[config.mk]
export PLATFORM = sky130hd
export DESIGN_NAME = zq_update_sched
export DESIGN_NICKNAME = d
export VERILOG_FILES = /design/src/rtl/zq_sched_pkg.sv /design/src/rtl/zq_cycle_class.sv /design/src/rtl/zq_gap_timer.sv /design/src/rtl/zq_settle_ctr.sv /design/src/rtl/zq_update_sched.sv
export SDC_FILE = /design/constraint.sdc
export NUM_CORES = 1
export LEC_CHECK = 0
export ABC_AREA = 1
export BUFFER_PORTS_ARGS = -buffer_cell sky130_fd_sc_hd__buf_2
export CAP_MARGIN = 20
export CORE_ASPECT_RATIO = 0.5
export CORE_MARGIN = 8
export CORE_UTILIZATION = 34
export DETAILED_ROUTE_END_ITERATION = 12
export MAX_ROUTING_LAYER = met4
export PLACE_DENSITY = 0.49
export RECOVER_POWER = 50
export SYNTH_ARGS = -nofsm -noshare
export SYNTH_HDL_FRONTEND = slang
export SYNTH_SLANG_ARGS = --single-unit
[constraint.sdc]
create_clock -name clk -period 1.8 [get_ports clk]
set_clock_uncertainty 0.15 [all_clocks]
set_input_delay 0.09 -clock clk [delete_from_list [all_inputs] [get_ports clk]]
set_output_delay 0.09 -clock clk [all_outputs]
set_load 0.01 [all_outputs]
[src/rtl/zq_sched_pkg.sv]
package zq_sched_pkg;

  // Classification of one sampled clock edge.
  typedef struct packed {
    logic quiet;    // outputs not driven on this edge
    logic nonread;  // edge counts toward settling
  } cyc_class_t;

  function automatic int unsigned tally_width(input int unsigned limit);
    return $clog2(limit + 1);
  endfunction

endpackage

[src/rtl/zq_cycle_class.sv]
module zq_cycle_class
  import zq_sched_pkg::*;
(
  input  logic       sel,
  input  logic       wr_en,
  input  logic       oe_n,
  output cyc_class_t cls
);

  always_comb begin
    cls.quiet   = !sel || oe_n;
    cls.nonread = !sel || wr_en;
  end

endmodule

[src/rtl/zq_gap_timer.sv]
module zq_gap_timer #(
  parameter int unsigned GAP_CYCLES = 32
) (
  input  logic clk,
  input  logic rst_n,
  input  logic restart,
  output logic ready
);

  localparam int unsigned W = (GAP_CYCLES > 2) ? $clog2(GAP_CYCLES) : 1;
  localparam logic [W-1:0] LIMIT = W'(GAP_CYCLES - 1);

  logic [W-1:0] cnt_q;

  always_ff @(posedge clk or negedge rst_n) begin
    if (!rst_n) begin
      cnt_q <= '0;
    end else if (restart) begin
      cnt_q <= '0;
    end else if (cnt_q != LIMIT) begin
      cnt_q <= cnt_q + 1'b1;
    end
  end

  assign ready = (cnt_q == LIMIT);

endmodule

[src/rtl/zq_settle_ctr.sv]
module zq_settle_ctr
  import zq_sched_pkg::*;
#(
  parameter int unsigned SETTLE_CYCLES = 1024
) (
  input  logic clk,
  input  logic rst_n,
  input  logic tick,
  output logic done
);

  localparam int unsigned W = tally_width(SETTLE_CYCLES);
  localparam logic [W-1:0] TARGET = W'(SETTLE_CYCLES);

  logic [W-1:0] cnt_q;

  always_ff @(posedge clk or negedge rst_n) begin
    if (!rst_n) begin
      cnt_q <= '0;
    end else if (tick && (cnt_q != TARGET)) begin
      cnt_q <= cnt_q + 1'b1;
    end
  end

  assign done = (cnt_q == TARGET);

endmodule

[src/rtl/zq_update_sched.sv]
module zq_update_sched
  import zq_sched_pkg::*;
#(
  parameter int unsigned GAP_CYCLES    = 32,
  parameter int unsigned SETTLE_CYCLES = 1024
) (
  input  logic clk,
  input  logic rst_n,
  input  logic sel,
  input  logic wr_en,
  input  logic oe_n,
  output logic upd_strobe,
  output logic settled
);

  cyc_class_t cls;
  logic       gap_ready;
  logic       win_used_q;
  logic       fire;
  logic       strobe_q;

  zq_cycle_class class_i (
    .sel   (sel),
    .wr_en (wr_en),
    .oe_n  (oe_n),
    .cls   (cls)
  );

  zq_gap_timer #(.GAP_CYCLES(GAP_CYCLES)) gap_i (
    .clk     (clk),
    .rst_n   (rst_n),
    .restart (fire),
    .ready   (gap_ready)
  );

  zq_settle_ctr #(.SETTLE_CYCLES(SETTLE_CYCLES)) settle_i (
    .clk   (clk),
    .rst_n (rst_n),
    .tick  (cls.nonread),
    .done  (settled)
  );

  // Grant: quiet edge, spacing met, and this idle run not yet served.
  assign fire = cls.quiet && gap_ready && !win_used_q;

  always_ff @(posedge clk or negedge rst_n) begin
    if (!rst_n) begin
      strobe_q   <= 1'b0;
      win_used_q <= 1'b0;
    end else begin
      strobe_q   <= fire;
      win_used_q <= cls.quiet ? (win_used_q || fire) : 1'b0;
    end
  end

  assign upd_strobe = strobe_q;

endmodule

==> summary.md <==
| Metric | Value |
|---|---|
| Status | finished clean |
| CP top delay family | flip-flops |
| Finished Layout Cells | 185 |
| Sw Share | 0.360 |
| Multi-input logic area | 526 um2 |
| Largest net degree at the start of global routing | 19 |
| Crit path to | settled |
| Main flop type after synthesis | dfrtp_1 |
| Std-Cell Core Area | 2960 um2 |
| Largest driver fanout on the critical path | 4 |
| Worst vdd ir | 0.000575 V |
| Max Buffers Root-to-Sink | 2 |
| Mux cell area share after synthesis | 0 |
| Count of max-cap constraint violations | 0 |
| Final GP Congestion | between 0.6 and 0.7 |
| Final setup vio count | 0 |
| Post-Synth Adder-Cell Area | 0.0482 |
| Buffers & Inverters on Critical Path | 2 |
| Clock power share | 0.235 |
| Setup Crit Path Kind | reg2out |
| Dpl ws | ~130 ps |
| Drt pass-1 iters | 4 |
| Final Critical Period | between 1500 and 2000 ps |
| Initial Utilization | 0.351 |
| Routed WL per cell | around 11 um |
| RSZ-0062 raised after global routing | no |
| Net Switching | 0.516 mW |
| Cell area power density | 1210 nW/um2 |
| Worst-Margin Slew | 1000 ps |
| Commonest cells in the netlist | nand2_1, dfrtp_1, inv_1, nor2_1, o21ai_0 |
| Cell depth of the worst setup path | 5 |
| Post-Syn Area | a little over 1000 um2 |
| Simple-gate area share of the yosys netlist | 0.349 |
| Drt drc | 0 |
| Hold WC Path Type | in2reg |
| Max_slew headroom | 0.331 |
| Seq cells post-synth | 18 |
| Ant diodes | 0 |
| R2R setup slack | 180 ps |
| Synthesized Nets | 143 |
| # IOs | 7 |
| Final Hold Vio Count | 0 |
| Slowest stage cell, crit path | dfrtp_1 |
| CP Data Required Time | 1560 ps |
| Pint | between 0.9 and 1 mW |
| Post-Route WL | 1.99 mm |
| Worst R2R Path Depth | 8 |
| Seq/Total Area, Yosys | 0.434 |
| Most numerous cell in the Yosys netlist | nand2_1 |
| Largest stage delay, worst path | about 420 ps |
| Global-route wire length before repair | 3.52 mm |
| CTS buffer count | 3 |
| Part of the power in registers | 0.477 |
| Die height | 55.1 um |
| FFs w/ async S/R, synth | 1.00 |
| XOR/XNOR share of the synthesized area | 0.0506 |
| Unique masters post-synth | 19 |
| Area grow syn2layout | 14.1% |
| GR Util All Layers | 0.0914 |
| Leak | ~0.62 nW |
| Port-buffer cells | 6 |
| Die X-Extent | 94.2 um |
| Final setup TNS | 0 ps |
| PnR worst setup slack | 142 ps |
| Synth top area share | 0.434 |
| Skew-Pair Late Insertion Delay | 260 ps |
| Via density | 4.39 |
| Crit path arrival time | 1420 ps |
| Die area | 5190 um2 |
| Clock-pin slew of the registers on the worst-case setup and hold paths | 70 ps |
| H-tree Lvls | 1 |
| Dpl hpwl | between 1 and 1.5 mm |
| Post-Syn Instances | approximately 130 |
| Synth warnings | 0 |
| Power, Total | 1.43 mW |
| Fmax | 603 MHz |
| Placed Cells | about 180 |
| # rows | 14 |
| GRT overflow | 0 |
| Post-synth EDFFs | 0 |
| Syn Area/Cell | 7.75 um2 |
| Worst setup path startpoint | settle_i.cnt_q[0] |
| Share of layout cells above drive strength 1 | 0.124 |
| Clock root buffer | clkbuf_8 |
| Crit path cell chain | inv_1 > ha_1 > nand3_2 > nor2_2 > buf_2 |
| Fill count | 293 |
| Via count | 812 |
| Final Cycle Share | 0.921 |
| Post-DP Area | ~1100 um2 |
| Crit end category | output port |
| Initial antenna violation count | 0 |
| Logic gate share of total power | 0.288 |
| Largest family of logic cells by synthesized area | simple AND/OR/NAND/NOR gates |
| Clock Sinks | 18 |
| Area contributors post-synth | dfrtp_1, nand2_1, inv_1, nor2_1, ha_1 |
| Final #Nets | 155 |
| FF-to-FF End | gap_i.cnt_q[3] |
| Register area | 450 um2 |
| RR Startpoint | gap_i.cnt_q[0] |
| ANT nets after route | 0 |
| Fin. max-slew vios | 0 |
| Vias in the first global route | 809 |
| CTS tree | built |
| Worst setup SP type | register |
| Design area | approximately 1200 um2 |
| Synth area leader | dfrtp_1 |
| Initial DRC Count | 30 |
| Complex-gate fraction of the synthesized area | 0.0530 |
per-layer routing:
metal	global-route usage	routed length, um	vias up
met5	-	0	-
met4	0.0156	0	0
met3	0.0363	73	0
met2	0.159	898	8
met1	0.100	1010	368
li1	-	-	436
per-stage QoR:
stage	utilization	hold slack, ps
after floorplan	-	-356
after global placement	0.374	-97.9
after detailed placement	0.374	-92.8
after CTS	0.399	28.8
after global routing	0.400	87.2
final	0.400	52.0
cell families after synthesis:
kind of cell	after synthesis
AND/OR/NAND/NOR	82
flip-flops	18
buffers and inverters	16
AO/OA/AOI/OAI	8
XOR/XNOR	6
adder cells (fa/ha/maj)	4
worst min path at each step:
stage	end	cells past startpoint	startpoint	slack, ps
CTS	win_used_q	4	sel	30
detailed placement	settle_i.cnt_q[0]	1	rst_n	-90
global route	win_used_q	4	sel	90
global placement	settle_i.cnt_q[0]	1	rst_n	-100
floorplan	gap_i.cnt_q[0]	0	rst_n	-360
finish	win_used_q	4	sel	50
worst register-to-register path: stages (launching register included):
cell	delay (ps)
dfrtp_1	410
ha_1	220
nand2_1	90
nor2_1	50
ha_1	200
inv_2	100
nand4_1	100
xor2_1	140
nor2_1	50
flip-flops by register name, indices dropped and copies added, names as in the netlist:
register / count
settle_i.cnt_q: 11
upd_strobe: 1
win_used_q: 1
gap_i.cnt_q: 5
what timing repair did:
| action | in CTS | in global routing |
|---|---|---|
| buffers inserted | 0 | 0 |
| gates resized for setup | 0 | 2 |
| endpoints found under the setup margin | 0 | 1 |
| hold buffers | 2 | 0 |
| hold endpoints to repair | 19 | 0 |
layout make-up:
cell class | count | area share
Clock buffer | 4 | 0.0465
Tap cell | 40 | 0.0422
Multi-Input combinational cell | 100 | 0.444
Sequential cell | 18 | 0.380
Timing Repair Buffer | 8 | 0.0401
Inverter | 15 | 0.0475
power groups by stage:
stage	Sequential [mW]	Clock (mW)	Combinational [mW]
floorplan	0.656	0	0.339
global placement	0.686	0	0.405
detailed placement	0.686	0	0.420
CTS	0.681	0.347	0.421
global route	0.704	0.371	0.486
finish	0.684	0.336	0.413
cells in the final DEF, fill, tap and decap left out:
cell,synthesis,routed
nand2_1,52,52
dfrtp_1,18,18
nor2_1,15,15
inv_1,15,14
o21ai_0,5,5
ha_1,4,4
clkbuf_8,0,4
buf_2,0,4
nand3_2,3,3
nand3_1,3,3
nand4_1,3,3
xor2_1,3,3
xnor2_1,3,3
nor2_2,2,2
nor2_4,2,2
dlygate4sd3_1,0,2
clkbuf_1,0,2
inv_2,0,1
nor3_2,0,1
o22ai_1,1,1
a21oi_1,1,1
o21bai_4,1,1
nand3b_1,1,1
No activity file was read; power rests on OpenSTA's default activity.
